$ cat config.mk
export PLATFORM = sky130hd
export DESIGN_NAME = dbnc_irq_bank
export DESIGN_NICKNAME = d
export VERILOG_FILES = /design/src/rtl/dbnc_pkg.sv /design/src/rtl/dbnc_tick_gen.sv /design/src/rtl/dbnc_chan.sv /design/src/rtl/dbnc_irq_ctrl.sv /design/src/rtl/dbnc_regfile.sv /design/src/rtl/dbnc_irq_bank.sv
export SDC_FILE = /design/constraint.sdc
export NUM_CORES = 1
export LEC_CHECK = 0
export BUFFER_PORTS_ARGS = -buffer_cell sky130_fd_sc_hd__buf_2
export CORE_MARGIN = 3
export CORE_UTILIZATION = 55
export DETAILED_ROUTE_END_ITERATION = 7
export PLACE_DENSITY = 0.72
export SLEW_MARGIN = 20
export SYNTH_ARGS = -nofsm -noshare
export SYNTH_HDL_FRONTEND = slang
export SYNTH_SLANG_ARGS = --single-unit
$ cat constraint.sdc
create_clock -name clk -period 5.4 [get_ports clk]
set_input_delay 0.27 -clock clk [delete_from_list [all_inputs] [get_ports clk]]
set_output_delay 0.27 -clock clk [all_outputs]
set_load 0.02 [all_outputs]
$ cat src/rtl/dbnc_pkg.sv
package dbnc_pkg;
   // Register byte offsets seen by software
   localparam logic [7:0] OFS_LEVEL = 8'h00;
   localparam logic [7:0] OFS_GATE  = 8'h04;
   localparam logic [7:0] OFS_POL   = 8'h14;
   localparam logic [7:0] OFS_IEN   = 8'h18;
   localparam logic [7:0] OFS_RAW   = 8'h1C;
   localparam logic [7:0] OFS_PEND  = 8'h20;
   localparam logic [7:0] OFS_ACK   = 8'h24;
   localparam logic [7:0] OFS_ARM   = 8'h28;
   localparam logic [7:0] OFS_WIN   = 8'h40;

   // Decoded register target
   typedef enum logic [3:0] {
      SEL_NONE,
      SEL_LEVEL,
      SEL_GATE,
      SEL_POL,
      SEL_IEN,
      SEL_RAW,
      SEL_PEND,
      SEL_ACK,
      SEL_ARM,
      SEL_WIN
   } reg_sel_e;
endpackage

$ cat src/rtl/dbnc_tick_gen.sv
module dbnc_tick_gen #(
   parameter int unsigned TICK_DIV = 1000
) (
   input  logic clk,
   input  logic rst_n,
   output logic tick_o
);
   if (TICK_DIV < 1) begin : g_bad_div
      $error("dbnc_tick_gen: TICK_DIV must be at least 1");
   end

   if (TICK_DIV == 1) begin : g_every_cycle
      // Each clock is one tick: no counter needed
      assign tick_o = rst_n;
   end else begin : g_divider
      localparam int unsigned CW = $clog2(TICK_DIV);
      localparam logic [CW-1:0] LAST = CW'(TICK_DIV - 1);
      logic [CW-1:0] div_q;

      always_ff @(posedge clk or negedge rst_n) begin
         if (!rst_n) begin
            div_q <= '0;
         end else if (div_q == LAST) begin
            div_q <= '0;
         end else begin
            div_q <= div_q + 1'b1;
         end
      end

      assign tick_o = (div_q == LAST);
   end
endmodule

$ cat src/rtl/dbnc_chan.sv
module dbnc_chan #(
   parameter int unsigned SYNC_STAGES = 2,
   parameter int unsigned CNT_W       = 12
) (
   input  logic             clk,
   input  logic             rst_n,
   input  logic             pin_i,
   input  logic             tick_i,
   input  logic [CNT_W-1:0] win_i,
   output logic             level_o
);
   if (SYNC_STAGES < 2) begin : g_bad_sync
      $error("dbnc_chan: SYNC_STAGES must be at least 2");
   end
   if (CNT_W < 1) begin : g_bad_cnt
      $error("dbnc_chan: CNT_W must be at least 1");
   end

   logic [SYNC_STAGES-1:0] sync_q;
   logic                   synced;
   logic [CNT_W-1:0]       limit;
   logic [CNT_W-1:0]       cnt_q;
   logic                   expire;
   logic                   level_q;

   // Synchronizer chain
   always_ff @(posedge clk or negedge rst_n) begin
      if (!rst_n) begin
         sync_q <= '0;
      end else begin
         sync_q <= {sync_q[SYNC_STAGES-2:0], pin_i};
      end
   end
   assign synced = sync_q[SYNC_STAGES-1];

   // Window of zero counts as one tick
   assign limit  = (win_i == '0) ? CNT_W'(1) : win_i;
   assign expire = ({1'b0, cnt_q} + 1'b1) >= {1'b0, limit};

   // Count ticks only while the synchronized input disagrees with the filtered level
   always_ff @(posedge clk or negedge rst_n) begin
      if (!rst_n) begin
         cnt_q   <= '0;
         level_q <= 1'b0;
      end else if (synced == level_q) begin
         cnt_q <= '0;
      end else if (tick_i) begin
         if (expire) begin
            level_q <= synced;
            cnt_q   <= '0;
         end else begin
            cnt_q <= cnt_q + 1'b1;
         end
      end
   end

   assign level_o = level_q;
endmodule

$ cat src/rtl/dbnc_irq_ctrl.sv
module dbnc_irq_ctrl #(
   parameter int unsigned NUM_CH = 8
) (
   input  logic              clk,
   input  logic              rst_n,
   input  logic [NUM_CH-1:0] level_i,
   input  logic [NUM_CH-1:0] pol_i,
   input  logic [NUM_CH-1:0] ien_i,
   input  logic              arm_wr_i,
   input  logic [NUM_CH-1:0] arm_wdata_i,
   input  logic              ack_wr_i,
   input  logic [NUM_CH-1:0] ack_mask_i,
   output logic [NUM_CH-1:0] raw_o,
   output logic [NUM_CH-1:0] arm_o,
   output logic [NUM_CH-1:0] pend_o,
   output logic              irq_o
);
   logic [NUM_CH-1:0] raw_q;
   logic [NUM_CH-1:0] arm_q;
   logic [NUM_CH-1:0] capture;
   logic [NUM_CH-1:0] raw_d;
   logic [NUM_CH-1:0] arm_d;

   for (genvar n = 0; n < NUM_CH; n++) begin : g_ch
      // Active when the filtered level equals the polarity bit
      assign capture[n] = ~(level_i[n] ^ pol_i[n]) & ien_i[n] & arm_q[n];
      // A capture in the same cycle beats an acknowledge
      assign raw_d[n]   = (raw_q[n] & ~(ack_wr_i & ack_mask_i[n])) | capture[n];
      // A capture disarms the channel, even against a simultaneous write
      assign arm_d[n]   = (arm_wr_i ? arm_wdata_i[n] : arm_q[n]) & ~capture[n];
   end

   always_ff @(posedge clk or negedge rst_n) begin
      if (!rst_n) begin
         raw_q <= '0;
         arm_q <= '0;
      end else begin
         raw_q <= raw_d;
         arm_q <= arm_d;
      end
   end

   assign raw_o  = raw_q;
   assign arm_o  = arm_q;
   assign pend_o = raw_q & ien_i;
   assign irq_o  = |pend_o;
endmodule

$ cat src/rtl/dbnc_regfile.sv
module dbnc_regfile
   import dbnc_pkg::*;
#(
   parameter int unsigned NUM_CH = 8,
   parameter int unsigned CNT_W  = 12,
   parameter int unsigned ADDR_W = 8,
   parameter int unsigned DATA_W = 32
) (
   input  logic                         clk,
   input  logic                         rst_n,
   input  logic [ADDR_W-1:0]            addr_i,
   input  logic                         wr_i,
   input  logic [DATA_W-1:0]            wdata_i,
   output logic [DATA_W-1:0]            rdata_o,
   input  logic [NUM_CH-1:0]            level_i,
   input  logic [NUM_CH-1:0]            raw_i,
   input  logic [NUM_CH-1:0]            arm_i,
   input  logic [NUM_CH-1:0]            pend_i,
   output logic [NUM_CH-1:0]            pol_o,
   output logic [NUM_CH-1:0]            ien_o,
   output logic [NUM_CH-1:0][CNT_W-1:0] win_o,
   output logic                         arm_wr_o,
   output logic                         ack_wr_o,
   output logic [NUM_CH-1:0]            bits_o
);
   localparam int unsigned IDX_W = (NUM_CH > 1) ? $clog2(NUM_CH) : 1;

   logic [NUM_CH-1:0]            gate_q;
   logic [NUM_CH-1:0]            pol_q;
   logic [NUM_CH-1:0]            ien_q;
   logic [NUM_CH-1:0][CNT_W-1:0] win_q;
   reg_sel_e                     sel;
   logic [ADDR_W-1:0]            win_off;
   logic [IDX_W-1:0]             win_idx;

   // Address decode
   assign win_off = addr_i - ADDR_W'(OFS_WIN);
   assign win_idx = win_off[IDX_W+1:2];

   always_comb begin
      sel = SEL_NONE;
      if (addr_i == ADDR_W'(OFS_LEVEL))     sel = SEL_LEVEL;
      else if (addr_i == ADDR_W'(OFS_GATE)) sel = SEL_GATE;
      else if (addr_i == ADDR_W'(OFS_POL))  sel = SEL_POL;
      else if (addr_i == ADDR_W'(OFS_IEN))  sel = SEL_IEN;
      else if (addr_i == ADDR_W'(OFS_RAW))  sel = SEL_RAW;
      else if (addr_i == ADDR_W'(OFS_PEND)) sel = SEL_PEND;
      else if (addr_i == ADDR_W'(OFS_ACK))  sel = SEL_ACK;
      else if (addr_i == ADDR_W'(OFS_ARM))  sel = SEL_ARM;
      else if ((addr_i >= ADDR_W'(OFS_WIN)) && (addr_i[1:0] == 2'b00) &&
               ((win_off >> 2) < ADDR_W'(NUM_CH)))
         sel = SEL_WIN;
   end

   // Writable control state
   always_ff @(posedge clk or negedge rst_n) begin
      if (!rst_n) begin
         gate_q <= '0;
         pol_q  <= '0;
         ien_q  <= '0;
      end else if (wr_i) begin
         case (sel)
            SEL_GATE: gate_q <= wdata_i[NUM_CH-1:0];
            SEL_POL:  pol_q  <= wdata_i[NUM_CH-1:0];
            SEL_IEN:  ien_q  <= wdata_i[NUM_CH-1:0];
            default:  ;
         endcase
      end
   end

   for (genvar n = 0; n < NUM_CH; n++) begin : g_win
      always_ff @(posedge clk or negedge rst_n) begin
         if (!rst_n) begin
            win_q[n] <= '0;
         end else if (wr_i && (sel == SEL_WIN) && (win_idx == IDX_W'(n))) begin
            win_q[n] <= wdata_i[CNT_W-1:0];
         end
      end
   end

   // Strobes for state owned by the interrupt logic
   assign arm_wr_o = wr_i && (sel == SEL_ARM);
   assign ack_wr_o = wr_i && (sel == SEL_ACK);
   assign bits_o   = wdata_i[NUM_CH-1:0];

   // Read mux
   always_comb begin
      rdata_o = '0;
      case (sel)
         SEL_LEVEL: rdata_o[NUM_CH-1:0] = level_i & gate_q;
         SEL_GATE:  rdata_o[NUM_CH-1:0] = gate_q;
         SEL_POL:   rdata_o[NUM_CH-1:0] = pol_q;
         SEL_IEN:   rdata_o[NUM_CH-1:0] = ien_q;
         SEL_RAW:   rdata_o[NUM_CH-1:0] = raw_i;
         SEL_PEND:  rdata_o[NUM_CH-1:0] = pend_i;
         SEL_ARM:   rdata_o[NUM_CH-1:0] = arm_i;
         SEL_WIN:   rdata_o[CNT_W-1:0]  = win_q[win_idx];
         default:   rdata_o = '0;
      endcase
   end

   assign pol_o = pol_q;
   assign ien_o = ien_q;
   assign win_o = win_q;
endmodule

$ cat src/rtl/dbnc_irq_bank.sv
module dbnc_irq_bank #(
   parameter int unsigned NUM_CH      = 8,
   parameter int unsigned CNT_W       = 12,
   parameter int unsigned SYNC_STAGES = 2,
   parameter int unsigned TICK_DIV    = 250000,
   parameter int unsigned ADDR_W      = 8,
   parameter int unsigned DATA_W      = 32
) (
   input  logic              clk,
   input  logic              rst_n,
   input  logic [NUM_CH-1:0] pin_in,
   input  logic [ADDR_W-1:0] reg_addr,
   input  logic              reg_wr,
   input  logic [DATA_W-1:0] reg_wdata,
   output logic [DATA_W-1:0] reg_rdata,
   output logic              irq_out
);
   if (NUM_CH < 1 || NUM_CH > DATA_W) begin : g_bad_ch
      $error("dbnc_irq_bank: NUM_CH must lie in 1..DATA_W");
   end
   if (CNT_W > DATA_W) begin : g_bad_cnt
      $error("dbnc_irq_bank: CNT_W must not exceed DATA_W");
   end
   if ((64 + 4 * NUM_CH) > (1 << ADDR_W)) begin : g_bad_addr
      $error("dbnc_irq_bank: window words do not fit in ADDR_W");
   end

   logic                         tick_w;
   logic [NUM_CH-1:0]            level_w;
   logic [NUM_CH-1:0]            pol_w;
   logic [NUM_CH-1:0]            ien_w;
   logic [NUM_CH-1:0][CNT_W-1:0] win_w;
   logic [NUM_CH-1:0]            raw_w;
   logic [NUM_CH-1:0]            arm_w;
   logic [NUM_CH-1:0]            pend_w;
   logic                         arm_wr_w;
   logic                         ack_wr_w;
   logic [NUM_CH-1:0]            bits_w;

   dbnc_tick_gen #(.TICK_DIV(TICK_DIV)) u_tick (
      .clk    (clk),
      .rst_n  (rst_n),
      .tick_o (tick_w)
   );

   for (genvar n = 0; n < NUM_CH; n++) begin : g_chan
      dbnc_chan #(.SYNC_STAGES(SYNC_STAGES), .CNT_W(CNT_W)) u_chan (
         .clk     (clk),
         .rst_n   (rst_n),
         .pin_i   (pin_in[n]),
         .tick_i  (tick_w),
         .win_i   (win_w[n]),
         .level_o (level_w[n])
      );
   end

   dbnc_irq_ctrl #(.NUM_CH(NUM_CH)) u_ctrl (
      .clk         (clk),
      .rst_n       (rst_n),
      .level_i     (level_w),
      .pol_i       (pol_w),
      .ien_i       (ien_w),
      .arm_wr_i    (arm_wr_w),
      .arm_wdata_i (bits_w),
      .ack_wr_i    (ack_wr_w),
      .ack_mask_i  (bits_w),
      .raw_o       (raw_w),
      .arm_o       (arm_w),
      .pend_o      (pend_w),
      .irq_o       (irq_out)
   );

   dbnc_regfile #(
      .NUM_CH (NUM_CH),
      .CNT_W  (CNT_W),
      .ADDR_W (ADDR_W),
      .DATA_W (DATA_W)
   ) u_regs (
      .clk      (clk),
      .rst_n    (rst_n),
      .addr_i   (reg_addr),
      .wr_i     (reg_wr),
      .wdata_i  (reg_wdata),
      .rdata_o  (reg_rdata),
      .level_i  (level_w),
      .raw_i    (raw_w),
      .arm_i    (arm_w),
      .pend_i   (pend_w),
      .pol_o    (pol_w),
      .ien_o    (ien_w),
      .win_o    (win_w),
      .arm_wr_o (arm_wr_w),
      .ack_wr_o (ack_wr_w),
      .bits_o   (bits_w)
   );
endmodule

# Word-level counts from Yosys, hierarchy flattened
# Index checks and enable logic that the tools add are counted.
[op_classes] n_addsub=18 n_lt_le_gt_ge=11 n_eq_ne=32 n_mux=54 bitwise_logic=90 reduce_logical=44
[ops] op="$mux W12" n=33
[ops] op="$add A12 B1 Y13 const B" n=8
[ops] op="$ge A13 B12 Y1" n=8
[ops] op="$add A12 B1 Y12 const B" n=8
[ops] op="$logic_not A12 Y1" n=8
[ops] op="$pmux W8 S8" n=1
[ops] op="$and A1 B1 Y1" n=40
[ops] op="$mux W4" n=10
[ops] op="$bmux W12 S3" n=1
[ops] op="$not A1 Y1" n=32
[ops] op="$eq A8 B5 Y1 const B" n=3
[ops] op="$eq A8 B6 Y1 const B" n=3
[ops] op="$reduce_and A3 Y1" n=8
[ops] op="$add A18 B1 Y18 const B" n=1
[ops] op="$eq A18 B18 Y1 const B" n=1
[ops] op="$mux W18" n=1
[ops] op="$and A8 B8 Y8" n=2
[ops] op="$eq A4 B3 Y1 const B" n=4
[ops] op="$reduce_bool A2 Y1" n=8
[ops] op="$logic_and A1 B1 Y1" n=13
[ops] op="$eq A3 B3 Y1 const B" n=4
[ops] op="$eq A1 B1 Y1" n=8
[ops] op="$eq A4 B2 Y1 const B" n=2
[ops] op="$eq A4 B4 Y1 const B" n=2
[ops] op="16 further kinds" n=40
[totals] ff_bits=274 input_bits=51 output_inout_bits=33 wordCells=287

# Logic depth before layout (Yosys ltp)
# Gate-level depths: netlist of the first run.
[depth] ltp_word=18 ltp_mapped=16 ltp_nobuf=14

# Hierarchy
# A second synthesis of the first run with hierarchy kept.
[unflattened] hier_cells=1714 area_unflattened_um2=17663.2
[by_module_without_submodules] module="dbnc_chan" instances=8 cells_each=133 area_each_um2=1177.4 seq_area_each_um2=375.4
[by_module_without_submodules] module="dbnc_regfile" instances=1 cells_each=490 area_each_um2=6581.3 seq_area_each_um2=3002.9
[by_module_without_submodules] module="dbnc_tick_gen" instances=1 cells_each=83 area_each_um2=859.6 seq_area_each_um2=450.4
[by_module_without_submodules] module="dbnc_irq_ctrl" instances=1 cells_each=77 area_each_um2=803.3 seq_area_each_um2=400.4

# Worst setup path before layout of the first run
# No wires, ideal clock.
[synth_path] path_kind="register to register" start="reg g_chan[0].u_chan.cnt_q[0]" end="reg g_chan[0].u_chan.cnt_q[7]" setup_ns=0.130 arrival_time_ns=3.124 required_ns=5.270 setup_slack_ns=2.145 path_stages_with_launch=17 path_buffers=2 period_less_slack_ns=3.255 cell_sequence="dfrtp_1 > ha_1 > and3_1 > and3_1 > clkbuf_1 > nand3_1 > nor2_1 > xor2_1 > ha_1 > o21a_1 > o21ai_0 > or4_1 > nand4_1 > clkbuf_1 > o21ai_0 > nand2_1 > o21ai_0"
[synth_between] elab_chain_len=5 word_cells_on_any_way=6 classes_between="add/sub: 2; order compare: 1; mux: 3"
[synth_lines] item="from (decl)" line="dbnc_chan.sv:22" source="logic [CNT_W-1:0] cnt_q;"
[synth_lines] item="from (signal assigned)" line="dbnc_chan.sv:52" source="cnt_q <= cnt_q + 1'b1;"
[synth_lines] item="$add A12 B1 Y13" line="dbnc_chan.sv:38" source="assign expire = ({1'b0, cnt_q} + 1'b1) >= {1'b0, limit};"
[synth_lines] item="$ge A13 B12 Y1" line="dbnc_chan.sv:38"
[synth_lines] item="$mux W12 (*)" line="dbnc_chan.sv:48" source="if (expire) begin"
[synth_lines] item="$mux W12 (*)" line="dbnc_chan.sv:47" source="end else if (tick_i) begin"
[synth_lines] item="$mux W12 (*)" line="dbnc_chan.sv:45" source="end else if (synced == level_q) begin"
# Mark *: on every way between the ends. The rest lies on a longest branch, timed or not. The select of a mux whose other input is x is not followed.
# A chain may end at the register's enable or synchronous reset.

# Final worst setup path of the first run
[layout_path] start="reg g_chan[7].u_chan.cnt_q[0]" end="reg g_chan[7].u_chan.cnt_q[2]"
[layout_between] elab_chain_len=5 word_cells_on_any_way=6 classes_between="add/sub: 2; order compare: 1; mux: 3"
[layout_lines] item="from (decl)" line="dbnc_chan.sv:22"
[layout_lines] item="from (signal assigned)" line="dbnc_chan.sv:52"
[layout_lines] item="$add A12 B1 Y13" line="dbnc_chan.sv:38"
[layout_lines] item="$ge A13 B12 Y1" line="dbnc_chan.sv:38"
[layout_lines] item="$mux W12 (*)" line="dbnc_chan.sv:48"
[layout_lines] item="$mux W12 (*)" line="dbnc_chan.sv:47"
[layout_lines] item="$mux W12 (*)" line="dbnc_chan.sv:45"
# Marks and branches as above.

==> results of run 1 <==
## worst max-delay path: stages, from the launching register on
cell	delay, ns
dfrtp_1	0.42
ha_1	0.25
nand3_1	0.13
nor2_1	0.35
nand3_1	0.17
nor2_1	0.16
xor2_1	0.20
ha_1	0.27
a211oi_1	0.23
nand2_1	0.09
a221oi_1	0.33
o21ai_1	0.25
nor3_2	0.72
a21oi_1	0.16
mux2i_1	0.17
## layout make-up
cell class              count  share of cell area, %
multi-input cells        1187                  49.37
flip-flops and latches    274                  38.03
clock buffers              43                  4.989
well taps                 384                  2.665
inverters                 106                  2.207
repair buffers             60                  2.151
clock inverters            13                 0.5968
## placed cells by master, fill, tap and decap left out, drive strengths merged, types with 21 or more instances in the layout
| master | instances |
|---|---|
| dfrtp | 274 |
| mux2 | 130 |
| inv | 106 |
| a21oi | 51 |
| nand2b | 26 |
| xor2 | 35 |
| a21o | 25 |
| nor2 | 56 |
| a31oi | 21 |
| and3 | 35 |
| buf | 51 |
| mux4 | 24 |
| nand4 | 24 |
| nor4 | 22 |
| nor3 | 27 |
| clkbuf | 43 |
| xnor2 | 48 |
| ha | 105 |
| o21ai | 70 |
| mux2i | 24 |
| nand2 | 197 |
| nand3 | 58 |
## timing repair
action,4_1_cts,5_1_grt
hold endpoints to repair,90,0
endpoints found under the setup margin,0,0
hold buffers,9,0
setup buffers,0,0
## registers in the layout, indices dropped and copies added (netlist names)
register	cells
u_regs.win_o	96
u_ctrl.arm_o	8
u_regs.ien_o	8
u_regs.pol_o	8
u_regs.gate_q	8
g_chan.u_chan.level_o	8
g_chan.u_chan.sync_q	16
g_chan.u_chan.cnt_q	96
u_ctrl.raw_o	8
u_tick.g_divider.div_q	18
## synthesized netlist by cell type, drive strengths merged (3+ instances only)
cell / number
a2111o: 3
a211o: 4
a211oi: 14
a21o: 25
a21oi: 51
a221oi: 4
a222oi: 7
a22o: 16
a22oi: 3
a31o: 9
a31oi: 21
a32o: 8
and2: 12
and3: 35
buf: 36
clkbuf: 37
dfrtp: 274
ha: 105
inv: 106
mux2: 130
mux2i: 24
mux4: 24
nand2: 197
nand2b: 26
nand3: 58
nand4: 24
nor2: 56
nor2b: 14
nor3: 27
nor3b: 6
nor4: 22
nor4b: 3
o211ai: 9
o21a: 9
o21ai: 70
o2bb2ai: 3
o31ai: 9
or2: 20
or3: 11
xnor2: 48
xor2: 35
## stage by stage
stage	cell area, um2	util, %	total power [mW]
after global placement	16930	58.21	2.591
final	18030	61.98	4.633
after detailed placement	16930	58.21	2.605
after floorplan	16550	-	2.466
after global routing	18030	61.98	4.812
after CTS	18030	61.98	4.675
## worst max path at each step
stage	end	slack (ns)
CTS	g_chan[7].u_chan.cnt_q[5]$_DFFE_PN0P_	1.47
detailed placement	g_chan[7].u_chan.cnt_q[2]$_DFFE_PN0P_	1.51
finish	g_chan[7].u_chan.cnt_q[2]$_DFFE_PN0P_	1.41
global placement	g_chan[7].u_chan.cnt_q[9]$_DFFE_PN0P_	1.55
floorplan	g_chan[0].u_chan.cnt_q[7]$_DFFE_PN0P_	2.15
global route	g_chan[7].u_chan.cnt_q[9]$_DFFE_PN0P_	0.91
## cell families (layout without fill, tap and decap cells)
family / after synthesis / in the layout / synth area share (%)
multiplexers: 178 / 178 / 13.62
AO/OA/AOI/OAI: 281 / 281 / 11.66
XOR/XNOR: 83 / 83 / 4.411
other: 1 / 20 / 0.02276
buffers and inverters: 179 / 222 / 4.806
AND/OR/NAND/NOR: 520 / 520 / 15.90
flip-flops: 274 / 274 / 41.61
adder cells (fa/ha/maj): 105 / 105 / 7.973
## layer usage
metal  vias up  routed length, um  global-route usage (%)
li1       5877                  -                       -
met1      6139              18400                   36.85
met2       395              17690                   39.51
met3        61               2573                   4.468
met4         0                912                   5.702
met5         -                  0                       0
## power groups by stage
stage | logic, mW | registers, mW | clock network [mW]
after global routing | 0.447 | 2.18 | 2.18
final | 0.399 | 2.18 | 2.06
after global placement | 0.382 | 2.21 | 0
after CTS | 0.400 | 2.17 | 2.10
after detailed placement | 0.393 | 2.21 | 0
after floorplan | 0.283 | 2.18 | 0
==> run_results.csv, run 1 <==
group,metric,value,unit
status,status,"complete, no violations",
worst_hold_path,min-delay-start,"reg_wdata[6]",
clock_network,cts_resized,0,
grt,grt_max_degree,124,
routing,drt_iter0_drc,852,
placed_design,dp.cells,2002,
synthesis,yosys_warnings,0,
sta,hold_ws,0.1348,ns
setup_path,rr_startpoint,"g_chan[7].u_chan.cnt_q[0]$_DFFE_PN0P_",
pwr,seqPwrFrac,47.0,%
clock_network,cts.sinks,274,
sta,tightestPinTransition,0.9596,ns
sta,rsz0062_at_grt,"no",
layout,stdcell_count,2067,
layout,seqCellArea,6857,um2
layout,drive_gt1_share,18.12,%
setup_path,start_kind,"flip-flop",
pwr,switching_share,24.87,%
synthesis,synth_top_flop_cell,"dfrtp_1",
synthesis,synth.area.top_cells,"dfrtp_1, mux2_2, ha_1",
floorplanning,die_area,32070,um2
synthesis,yosysTopAreaCell,"dfrtp_1",
routing,remaining_drc_errors,0,
synthesis,syn_inst,1621,
grt,gr-total-overflow,0,
routing,postRouteAntennaNets,0,
setup_path,reg2reg_slack,1.41,ns
placed_design,post-dp-hpwl,28150,um
pwr,pwr-share-clk,44.4,%
clock_network,clk_path_buf_depth,3,
routing,routed_via_density,6.034,
synthesis,ys_seq_area_share,41.61,%
synthesis,synth_area_per_cell,10.17,um2
synthesis,syn-cell-area,16480,um2
routing,wl,39580,um
setup_path,crit_path_max_fanout,13,
worst_hold_path,hp-class,"primary input to flip-flop",
floorplanning,dieWidth,179.1,um
routing,via_count,12470,
pwr,powerDensity,256.9,nW/um2
clock_network,path_clk_slew,0.06,ns
sta,drv_slew,0,
setup_path,critical_path.startpoint,"g_chan[7].u_chan.cnt_q[0]$_DFFE_PN0P_",
clock_network,clock_latency,0.57,ns
pwr,irDropWorstVdd,0.2536,mV
pwr,switchingPower,1.152,mW
sta,slew_headroom,35.54,%
routing,wire_per_inst,19.15,um
setup_path,cp.arrival,4.47,ns
synthesis,ys_ff_latch,274,
synthesis,synthArstFlopShare,100.0,%
layout,multi_input_area,8901,um2
setup_path,cp.required,5.88,ns
clock_network,cts_made_buffers,30,
setup_path,crit_type,"flip-flop to flip-flop",
floorplanning,start_util,56.65,%
layout,num-nets-final,1815,
synthesis,synth_cell_types,82,
floorplanning,num_io_pins,84,
worst_hold_path,min_delay_worst_endpoint,"u_ctrl.raw_o[6]$_DFF_PN0_",
synthesis,synth_edf_count,0,
clock_network,root_buffer,"clkbuf_16",
grt,grt_pass1_vias,12250,
sta,period_share,73.89,%
clock_network,h-tree-depth,1,
pwr,p_int,3.481,mW
sta,layout_setup_ws,1.410,ns
setup_path,reg2reg_to,"g_chan[7].u_chan.cnt_q[2]$_DFFE_PN0P_",
grt,grt_pass1_wl,64960,um
placed_design,port_buffers,43,
sta,finalCriticalPeriod,3.990,ns
routing,firstDrtPassIters,5,
grt,grt_antenna_before_repair,0,
floorplanning,dieHeight,179.1,um
clock_network,cts_tree,"yes",
synthesis,synth_top_area_share,41.61,%
grt,grt.total_usage,25.24,%
layout,fillers,2401,
placed_design,place.gp.congestion,0.8474,
setup_path,endpoint_kind,"flip-flop",
flow_run,maxCapViolCount,0,
setup_path,reg2reg_depth,14,
worst_hold_path,holdPathStages,3,
sta,fmax,0.2506,GHz
layout,antenna_cells,0,
placed_design,pre_cts_ws,1.507,ns
floorplanning,core,29090,um2
pwr,p_comb_share,8.6,%
floorplanning,rows,62,
sta,fin_worst_skew,0.02500,ns
layout,synthToLayoutAreaGrowth,9.423,%
sta,fin_setup_tns,0,ns
pwr,p_leak,8.767,nW
sta,setup_viol,0,
sta,finalHoldViolCount,0,
No activity file was read; power rests on OpenSTA's default activity.
==> inputs of run 2 (changes only) <==
PLACE_DENSITY = 0.75   (was 0.72)
clock period = 3.55 ns   (was 5.4 ns; I/O delays follow)
==> run 2 against run 1 <==
- clock-buffer cell count is 4 lower
- critical path type unchanged
- setup slack got worse by 1.2 ns
- sequential cell count did not move
- cell count rose by 1.0%
- global-route usage fell by 0.30 points
- highest routed layer unchanged
- largest power group is now the clock network
- first-iteration DRC count is 20% higher
- sequential share of layout area down 0.75 points
- wire length increased by 0.99%
==> run_results.csv, run 2 (synthesis gave the netlist of run 1 again) <==
group,metric,value,unit
setup_path,cp.arrival,3.83,ns
grt,grt.total_usage,24.94,%
setup_path,reg2reg_to,"g_chan[3].u_chan.cnt_q[0]$_DFFE_PN0P_",
layout,fillers,2310,
layout,stdcell_count,2088,
layout,mostFrequentLayoutCell,"dfrtp_1",
setup_path,start_kind,"flip-flop",
sta,tightestPinTransition,0.9435,ns
setup_path,critPathBufInv,3,
routing,drt_iter0_drc,1019,
layout,layout_common_cells,"dfrtp_1, nand2_1, mux2_2",
floorplanning,dieWidth,179.1,um
routing,postRouteAntennaNets,0,
setup_path,crit_type,"flip-flop to flip-flop",
clock_network,cts_tree,"yes",
layout,design_area,18400,um2
routing,wire_per_inst,19.14,um
placed_design,dp.cells,2016,
sta,fmax,0.2978,GHz
clock_network,cts.sinks,274,
grt,use_met1,35.70,%
setup_path,reg2reg_depth,14,
pwr,p_leak,8.909,nW
setup_path,path_cells,"ha_2, and3_2, and3_1, and3_1, xor2_1, ha_1, nand4_1, or3_1, a31oi_2, nor4_2, buf_4, buf_4, buf_4, mux2_2",
setup_path,crit_top_cell,"buf_4",
clock_network,path_clk_slew,0.06,ns
layout,num-nets-final,1838,
setup_path,critical-path-top-delay-family,"simple AND/OR/NAND/NOR gates",
sta,period_share,94.59,%
worst_hold_path,min_delay_worst_endpoint,"u_ctrl.raw_o[0]$_DFF_PN0_",
routing,via_count,12780,
setup_path,reg2reg_slack,0.19,ns
placed_design,dpl_cell_area,17050,um2
flow_run,maxCapViolCount,0,
grt,grt_max_degree,87,
pwr,irDropWorstVdd,0.5144,mV
routing,wl,39970,um
grt,grt_pass1_vias,12360,
pwr,p_total,7.375,mW
status,status,"complete, no violations",
floorplanning,start_util,56.65,%
sta,finalCriticalPeriod,3.358,ns
sta,slew_headroom,36.94,%
setup_path,crit_path_max_incr_delay,0.42,ns
clock_network,h-tree-depth,1,
layout,synthToLayoutAreaGrowth,11.66,%
clock_network,clk_path_buf_depth,3,
grt,grtUsageMet3,3.812,%
grt,grt_use_met2,38.69,%
grt,grt_antenna_before_repair,0,
floorplanning,rows,62,
clock_network,clock_latency,0.59,ns
grt,grt-busiest-layer,"met2",
sta,setup_viol,0,
clock_network,cts_made_buffers,31,
layout,seqCellArea,6859,um2
routing,firstDrtPassIters,6,
worst_hold_path,min-delay-start,"reg_wdata[0]",
worst_hold_path,hp-class,"primary input to flip-flop",
pwr,powerDensity,400.8,nW/um2
worst_hold_path,holdPathStages,3,
routing,routed_via_density,6.121,
placed_design,post-dp-hpwl,28220,um
sta,fin_worst_skew,0.02263,ns
sta,drv_slew,0,
setup_path,critPathSlowestCell,"dfrtp_1",
setup_path,endpoint_kind,"flip-flop",
placed_design,port_buffers,43,
sta,finalHoldViolCount,0,
layout,drive_gt1_share,20.49,%
grt,gr-total-overflow,0,
setup_path,rr_startpoint,"g_chan[3].u_chan.cnt_q[0]$_DFFE_PN0P_",
grt,grt_pass1_wl,64200,um
floorplanning,core,29090,um2
layout,multi_input_area,8995,um2
routing,remaining_drc_errors,0,
setup_path,crit_path_max_fanout,5,
setup_path,cp.required,4.02,ns
floorplanning,dieHeight,179.1,um
floorplanning,die_area,32070,um2
floorplanning,num_io_pins,84,
placed_design,place.gp.congestion,0.8634,
clock_network,root_buffer,"clkbuf_16",
[run 2: cell count changes in the layout (fill, tap and decap cells not counted), sizes merged]
cell / before / now
buf: 51 / 72
bufinv: 1 / 5
clkbuf: 43 / 39
clkdlybuf4s15: 0 / 1
clkinv: 11 / 6
clkinvlp: 1 / 2
diode: 0 / 1
inv: 106 / 108
[run 2: cell type report]
class / count / share of cell area [%]
Multi-Input combinational cell: 1187 / 48.88
Tap cell: 384 / 2.611
Clock buffer: 39 / 4.706
Sequential cell: 274 / 37.28
Inverter: 106 / 2.162
Clock inverter: 15 / 1.251
Antenna cell: 1 / 0.01360
Timing Repair Buffer: 82 / 3.094
[run 2: what timing repair did]
action / CTS / global route
setup endpoints to repair: 0 / 56
endpoints found under the hold margin: 91 / 0
hold buffers: 9 / 0
gates resized for setup: 0 / 29
setup buffers: 0 / 6
[run 2: worst register-to-register path: cells and delay by family, from the launching register on]
family          cells  cell delay [ns]
flops               1             0.42
fa+ha+maj           2             0.54
simple gates        6             1.19
compound gates      1             0.20
mux                 1             0.26
xor+xnor            1             0.16
buf+inv             3             0.47
[run 2: through the flow]
| stage | setup slack, ns | hold slack, ns | util (%) | TNS (ns) |
|---|---|---|---|---|
| global placement | 0.2463 | 0.2518 | 58.62 | 0 |
| CTS | 0.1166 | 0.005448 | 62.69 | 0 |
| finish | 0.1921 | 0.02494 | 63.25 | 0 |
| floorplan | 0.2955 | -0.1181 | - | 0 |
| global route | -0.003794 | 0.03219 | 63.24 | -0.005065 |
| detailed placement | 0.1875 | 0.2530 | 58.62 | 0 |
[run 2: worst max path at each step]
stage | cells after the start | from | to
floorplan | 16 | g_chan[0].u_chan.cnt_q[0]$_DFFE_PN0P_ | g_chan[0].u_chan.cnt_q[7]$_DFFE_PN0P_
detailed placement | 15 | g_chan[7].u_chan.cnt_q[0]$_DFFE_PN0P_ | g_chan[7].u_chan.cnt_q[2]$_DFFE_PN0P_
global placement | 13 | g_chan[3].u_chan.cnt_q[0]$_DFFE_PN0P_ | g_chan[3].u_chan.cnt_q[3]$_DFFE_PN0P_
finish | 14 | g_chan[3].u_chan.cnt_q[0]$_DFFE_PN0P_ | g_chan[3].u_chan.cnt_q[0]$_DFFE_PN0P_
global route | 14 | g_chan[5].u_chan.cnt_q[0]$_DFFE_PN0P_ | g_chan[5].u_chan.cnt_q[8]$_DFFE_PN0P_
CTS | 15 | g_chan[0].u_chan.cnt_q[0]$_DFFE_PN0P_ | g_chan[0].u_chan.cnt_q[8]$_DFFE_PN0P_
[run 2: metal layers]
metal  up-vias  wire length [um]
met5         -                 0
met4         0              1403
met3       101              2642
met2       458             17980
met1      6290             17940
li1       5932                 -
[run 2: report_power, final]
part	total [mW]	internal, mW	leakage, nW	switching, mW
sequential	3.31	3.21	3.75	0.104
clock	3.43	2.09	0.538	1.35
combinational	0.629	0.270	4.62	0.359
total	7.37	5.57	8.91	1.81
